$ cat src/rtl/conv_sched_pkg.sv
package conv_sched_pkg;
  localparam int NPAIRS_DEF = 3;
  localparam int CONV_CYCLES_DEF = 14;
endpackage

$ cat src/rtl/hold_edge_capture.sv
module hold_edge_capture #(
  parameter int NPAIRS = 3
) (
  input  logic              clk,
  input  logic              rst_n,
  input  logic [NPAIRS-1:0] hold_n,
  output logic [NPAIRS-1:0] req_vec
);
  logic [NPAIRS-1:0] prev_q, prev_d;
  logic [NPAIRS-1:0] req_q, req_d;

  always_comb begin
    prev_d = hold_n;
    req_d  = prev_q & ~hold_n;
  end

  // falling-edge capture stage
  always_ff @(negedge clk or negedge rst_n) begin
    if (!rst_n) begin
      prev_q <= '1;
      req_q  <= '0;
    end else begin
      prev_q <= prev_d;
      req_q  <= req_d;
    end
  end

  assign req_vec = req_q;
endmodule

$ cat src/rtl/pair_order_queue.sv
module pair_order_queue #(
  parameter int NPAIRS = 3,
  localparam int PW = (NPAIRS > 1) ? $clog2(NPAIRS) : 1,
  localparam int CW = $clog2(NPAIRS + 1)
) (
  input  logic              clk,
  input  logic              rst_n,
  input  logic              pop,
  input  logic [NPAIRS-1:0] push_vec,
  output logic [PW-1:0]     head,
  output logic [CW-1:0]     count
);
  logic [PW-1:0] ent_q [NPAIRS];
  logic [PW-1:0] ent_d [NPAIRS];
  logic [CW-1:0] cnt_q, cnt_d;

  always_comb begin
    for (int i = 0; i < NPAIRS; i++) ent_d[i] = ent_q[i];
    cnt_d = cnt_q;
    if (pop && (cnt_q != '0)) begin
      for (int i = 0; i < NPAIRS - 1; i++) ent_d[i] = ent_q[i+1];
      ent_d[NPAIRS-1] = '0;
      cnt_d = cnt_q - CW'(1);
    end
    // same-cycle arrivals appended in ascending pair order
    for (int p = 0; p < NPAIRS; p++) begin
      if (push_vec[p] && (int'(cnt_d) < NPAIRS)) begin
        ent_d[cnt_d] = PW'(p);
        cnt_d = cnt_d + CW'(1);
      end
    end
  end

  always_ff @(posedge clk or negedge rst_n) begin
    if (!rst_n) begin
      for (int i = 0; i < NPAIRS; i++) ent_q[i] <= '0;
      cnt_q <= '0;
    end else begin
      for (int i = 0; i < NPAIRS; i++) ent_q[i] <= ent_d[i];
      cnt_q <= cnt_d;
    end
  end

  assign head  = ent_q[0];
  assign count = cnt_q;
endmodule

$ cat src/rtl/conv_engine_model.sv
module conv_engine_model #(
  parameter int CONV_CYCLES = 14,
  parameter int PW = 2,
  localparam int TW = $clog2(CONV_CYCLES + 1)
) (
  input  logic          clk,
  input  logic          rst_n,
  input  logic          launch,
  input  logic [PW-1:0] launch_pair,
  output logic          running,
  output logic [PW-1:0] cur_pair,
  output logic          start,
  output logic          done,
  output logic          hand_valid,
  output logic [PW-1:0] hand_pair,
  output logic          hand_sub
);
  logic          run_q, run_d;
  logic [TW-1:0] tmr_q, tmr_d;
  logic [PW-1:0] pair_q, pair_d;
  logic          beat2_q, beat2_d;
  logic [PW-1:0] beat2_pair_q, beat2_pair_d;

  assign done  = run_q && (tmr_q == '0);
  assign start = run_q && (tmr_q == TW'(CONV_CYCLES));

  always_comb begin
    run_d        = run_q;
    tmr_d        = tmr_q;
    pair_d       = pair_q;
    beat2_d      = done;
    beat2_pair_d = pair_q;
    if (launch) begin
      run_d  = 1'b1;
      tmr_d  = TW'(CONV_CYCLES);
      pair_d = launch_pair;
    end else if (done) begin
      run_d = 1'b0;
    end else if (run_q) begin
      tmr_d = tmr_q - TW'(1);
    end
  end

  always_ff @(posedge clk or negedge rst_n) begin
    if (!rst_n) begin
      run_q        <= 1'b0;
      tmr_q        <= '0;
      pair_q       <= '0;
      beat2_q      <= 1'b0;
      beat2_pair_q <= '0;
    end else begin
      run_q        <= run_d;
      tmr_q        <= tmr_d;
      pair_q       <= pair_d;
      beat2_q      <= beat2_d;
      beat2_pair_q <= beat2_pair_d;
    end
  end

  assign running    = run_q;
  assign cur_pair   = pair_q;
  assign hand_valid = done || beat2_q;
  assign hand_pair  = done ? pair_q : beat2_pair_q;
  assign hand_sub   = !done;
endmodule

$ cat src/rtl/conv_req_sched.sv
module conv_req_sched
  import conv_sched_pkg::*;
#(
  parameter int NPAIRS = NPAIRS_DEF,
  parameter int CONV_CYCLES = CONV_CYCLES_DEF,
  localparam int PW = (NPAIRS > 1) ? $clog2(NPAIRS) : 1,
  localparam int CW = $clog2(NPAIRS + 1)
) (
  input  logic              clk,
  input  logic              rst_n,
  input  logic [NPAIRS-1:0] hold_n,
  output logic              conv_start,
  output logic [PW-1:0]     conv_pair,
  output logic              busy,
  output logic              hand_valid,
  output logic [PW-1:0]     hand_pair,
  output logic              hand_sub
);
  logic [NPAIRS-1:0] req_vec;
  logic [NPAIRS-1:0] inflight_q, inflight_d;
  logic [NPAIRS-1:0] done_mask, inflight_eff, acc_vec, push_vec;
  logic [PW-1:0]     q_head, launch_pair, lowest;
  logic [CW-1:0]     q_count;
  logic              running, done, free, launch, pop;
  logic [PW-1:0]     cur_pair;

  hold_edge_capture #(.NPAIRS(NPAIRS)) u_cap (
    .clk(clk), .rst_n(rst_n), .hold_n(hold_n), .req_vec(req_vec)
  );

  pair_order_queue #(.NPAIRS(NPAIRS)) u_queue (
    .clk(clk), .rst_n(rst_n), .pop(pop), .push_vec(push_vec),
    .head(q_head), .count(q_count)
  );

  conv_engine_model #(.CONV_CYCLES(CONV_CYCLES), .PW(PW)) u_eng (
    .clk(clk), .rst_n(rst_n), .launch(launch), .launch_pair(launch_pair),
    .running(running), .cur_pair(cur_pair), .start(conv_start), .done(done),
    .hand_valid(hand_valid), .hand_pair(hand_pair), .hand_sub(hand_sub)
  );

  always_comb begin
    done_mask    = done ? (NPAIRS'(1) << cur_pair) : '0;
    inflight_eff = inflight_q & ~done_mask;
    acc_vec      = req_vec & ~inflight_eff;
    lowest       = '0;
    for (int p = NPAIRS - 1; p >= 0; p--) begin
      if (acc_vec[p]) lowest = PW'(p);
    end
    free        = !running || done;
    launch      = 1'b0;
    pop         = 1'b0;
    launch_pair = '0;
    push_vec    = acc_vec;
    if (free) begin
      if (q_count != '0) begin
        launch      = 1'b1;
        pop         = 1'b1;
        launch_pair = q_head;
      end else if (acc_vec != '0) begin
        launch      = 1'b1;
        launch_pair = lowest;
        push_vec    = acc_vec & ~(NPAIRS'(1) << lowest);
      end
    end
    inflight_d = inflight_eff | acc_vec;
  end

  always_ff @(posedge clk or negedge rst_n) begin
    if (!rst_n) inflight_q <= '0;
    else        inflight_q <= inflight_d;
  end

  assign conv_pair = cur_pair;
  assign busy      = running || (q_count != '0);
endmodule

$ cat config.mk
export PLATFORM = sky130hd
export DESIGN_NAME = conv_req_sched
export DESIGN_NICKNAME = d
export VERILOG_FILES = /design/src/rtl/conv_sched_pkg.sv /design/src/rtl/hold_edge_capture.sv /design/src/rtl/pair_order_queue.sv /design/src/rtl/conv_engine_model.sv /design/src/rtl/conv_req_sched.sv
export SDC_FILE = /design/constraint.sdc
export NUM_CORES = 1
export LEC_CHECK = 0
export ABC_CLOCK_PERIOD_IN_PS = 4650
export BUFFER_PORTS_ARGS = -buffer_cell sky130_fd_sc_hd__buf_4
export CELL_PAD_IN_SITES_DETAIL_PLACEMENT = 1
export CELL_PAD_IN_SITES_GLOBAL_PLACEMENT = 2
export CORE_MARGIN = 1.5
export CORE_UTILIZATION = 39
export DETAILED_ROUTE_END_ITERATION = 7
export GPL_TIMING_DRIVEN = 0
export HOLD_SLACK_MARGIN = 0.08
export PLACE_DENSITY = 0.91
export SYNTH_ARGS = -nofsm -noshare
export SYNTH_HDL_FRONTEND = slang
export SYNTH_SLANG_ARGS = --single-unit
$ cat constraint.sdc
create_clock -name clk -period 4.65 [get_ports clk]
set_input_delay 0.2325 -clock clk [delete_from_list [all_inputs] [get_ports clk]]
set_output_delay 0.2325 -clock clk [all_outputs]
set_load 0.05 [all_outputs]
==> results.py <==
metrics = {
    "status": {
        "status": "complete, but fails checks",
        "violations": "setup timing",
    },
    "routing": {
        "drc": 0,
        "avgViaCountPerCell": 5.81,
        "detail_route.wirelength_mm": 4.83,
        "routed_wire_length_per_instance_um": 18.5,
        "first_iter_violations": 64,
        "detailedRoute.firstPassIterationCount": 4,
        "postRouteAntennaNets": 0,
        "via_count": 1523,
    },
    "setup_path": {
        "r2r_slack_ps": -210,
        "critPathMaxStageDelay_ps": 360,
        "critPathCaptureType": "flip-flop",
        "crit_required_ps": 4840,
        "crit_path_start_kind": "flip-flop",
        "worstPathMaxFanout": 5,
        "critical_path_class": "reg -> reg",
        "critical-path-slowest-cell": "dfrtn_1",
        "timing.reg2reg.worst_path_depth": 10,
        "worst-endpoint-arrival_ps": 5040,
        "crit_path_cell_trace": "and2b_2, a31oi_4, nor3_4, or2_4, ha_4, or2b_4, a211oi_4, o31ai_4, o211ai_1, nor4b_4",
        "r2r_start": "u_cap.req_vec[0]",
        "worstReg2RegEnd": "u_queue.count[0]",
    },
    "logic_synthesis": {
        "synth.avg_cell_area_um2": 10.0,
        "ys_types": 57,
        "synth-compound-area-share_pct": 27.7,
        "seq_area_frac_synth_pct": 37.9,
        "post_synth_xor_xnor_area_pct": 0,
        "synth_top_family_by_area": "compound AO/OA/AOI/OAI gates",
        "synth-simple-area-share_pct": 20.3,
        "yosysWarnings": 0,
        "synth_adder_area_share_pct": 7.69,
        "synth_top_flop_cell": "dfrtp_1",
        "post_synth_instance_area_mm2": 0.00179,
        "muxShareOfSynthArea_pct": 1.12,
        "postSynthRegisterBits": 27,
        "postSynthCellCount": 179,
        "async_reset_ff_share_pct": 100,
        "number_of_flops_mapped_to_enable_cells_by_yosys": 0,
        "syn-num-nets": 195,
    },
    "die": {
        "floorplan.io_pins": 13,
        "die_w_um": 70.8,
        "dieHeight_um": 70.8,
        "core_area_mm2": 0.00438,
        "std_cell_rows": 24,
        "initial_utilization_pct": 40.8,
        "design.die.area_mm2": 0.00501,
    },
    "timing": {
        "max_slew_margin_pct": 61.7,
        "hold_viol_final": 0,
        "slew_viol_final": 0,
        "timing.final.ws_setup_ps": -208,
        "tightestPinTransition_ps": 570,
        "finalSetupViolCount": 8,
        "setup_repair_after_global_routing_missed_its_margin": "yes",
        "finClkSkew_ps": 59.7,
    },
    "placement": {
        "gp_congestion": 0.789,
        "post-dp-hpwl_mm": 3.38,
        "place.detailed.instances": 243,
        "numPortBuffers": 12,
        "placed_area_mm2": 0.00200,
        "dp_worst_setup_slack_ps": -554,
    },
    "final_layout": {
        "antenna-diode-count": 0,
        "layout.cells.non_filler": 262,
        "post_route_cells_drive_above_1_share_pct": 32.4,
        "n_fill_cell": 498,
        "area_grow_syn2layout_pct": 23.9,
        "final_common_cell": "buf_4",
        "end_of_flow_core_utilization_pct": 50.6,
        "final_design_area_no_fill_mm2": 0.00222,
        "finish.net_count": 227,
        "final_cell_mix": "24 x buf_4, 22 x nand2_1, 21 x dfrtp_1",
    },
    "global_route": {
        "first_global_vias": 1652,
        "grt_pass1_wl_mm": 8.16,
        "grt_max_degree": 28,
        "initial_antenna_violation_count": 0,
        "track_usage_pct": 20.4,
        "grt_remaining_overflow": 0,
    },
    "cts": {
        "root_buffer": "clkbuf_8",
        "clock_tree_from_tritoncts": "built",
        "cts_buffers": 3,
        "clk_latency_ps": 350,
        "clk_pin_slew_ps": 110,
        "cts_max_level": 1,
        "clock-sinks": 27,
        "clk_path_buf_depth": 2,
    },
    "worst_hold_path": {
        "timing.hold.worst.class": "in -> async",
    },
    "pwr": {
        "leak_uw": 0.000977,
        "vdd_drop_max_v": 0.000234,
        "total_power_uw": 1490,
        "pwr_density_cell_mw_per_mm2": 673,
    },
    "flow_run": {
        "maxCapViolCount": 0,
    },
}
## layout make-up
class	count	area (um^2)	area share, %
clock inverters	4	20.0	0.902
clock buffers	3	41.3	1.86
inverters	13	51.3	2.31
well taps	52	65.1	2.93
repair buffers	25	190	8.57
plain buffers	4	40.0	1.80
multi-input cells	134	1130	51.0
flip-flops and latches	27	679	30.6
## cell families after synthesis
logic type	Yosys count
buffers and inverters	18
adders and majority gates	11
DFF	27
AOI/OAI and AO/OA	54
and+or+nand+nor	67
muxes	2
## critical path: cells and delay by family (launching register included)
family          cells  cell delay, ps
flops               1             360
fa+ha+maj           1             160
simple gates        5            1100
compound gates      4             800
## worst max-delay path by stage
stage	startpoint	end	slack, ps
after floorplan	u_cap.req_vec[0]	u_queue.ent_q[0]	-210
after global placement	u_cap.req_vec[0]	u_queue.count[0]	-460
after detailed placement	u_cap.req_vec[0]	u_queue.count[0]	-550
after CTS	u_cap.req_vec[0]	u_queue.head[1]	-190
after global routing	u_cap.req_vec[0]	u_queue.ent_q[3]	-330
final	u_cap.req_vec[0]	u_queue.count[0]	-210
## cells in the mapped netlist (2+ instances only)
cell	count	area share, %
a22oi_1	2	0.84
ha_1	11	7.7
a21oi_1	10	2.8
nor2b_1	5	1.7
a211oi_2	2	1.4
o21ai_1	2	0.56
mux2i_1	2	1.1
a211oi_1	3	1.3
dfstp_2	3	4.4
nand3_1	3	0.84
and2_1	3	1.0
nor2_1	10	2.1
o21a_1	3	1.3
a21o_1	2	0.84
o21ai_0	5	1.4
o211ai_1	2	0.84
a221o_1	2	1.1
inv_1	13	2.7
dfrtp_1	21	29
buf_6	2	1.3
o211ai_2	3	2.1
nor3_1	7	2.0
nor4b_2	2	1.7
dfrtn_1	3	4.2
nand2b_1	4	1.4
nand2_1	23	4.8
## layer usage
metal	global-route usage [%]	vias up	routed length (um)
met1	26.8	771	2100
met4	7.13	0	112
met2	35.1	30	2520
met3	2.14	13	103
met5	0	-	0
li1	-	709	-
## where the power goes
group / total, uW / leakage [uW] / internal, uW / switching [uW]
combinational: 974 / 0.000612 / 369 / 605
sequential: 364 / 0.000323 / 301 / 63.0
clock: 155 / 0.0000421 / 66.5 / 88.9
## through the flow
stage               TNS [ps]  hold slack [ps]
finish                 -1390              384
global route           -2260              401
CTS                    -1090              386
detailed placement     -3880              166
global placement       -3130              159
floorplan              -1330            -63.1
## sequential cells by signal (all words and copies together), names as in the netlist
signal / cells
u_eng.beat2_q: 1
u_eng.running: 1
u_queue.ent_q: 4
u_cap.req_vec: 3
u_cap.prev_q: 3
u_eng.beat2_pair_q: 2
u_eng.cur_pair: 2
inflight_q: 3
u_eng.tmr_q: 4
u_queue.count: 2
u_queue.head: 2
## repair_timing
action,in CTS,in global routing
pin swaps,8,1
hold endpoints to repair,21,0
setup endpoints to repair,8,8
hold buffers,1,0
buffers inserted,10,2
gates resized for setup,9,1
Power figures use the tool's default switching activity.
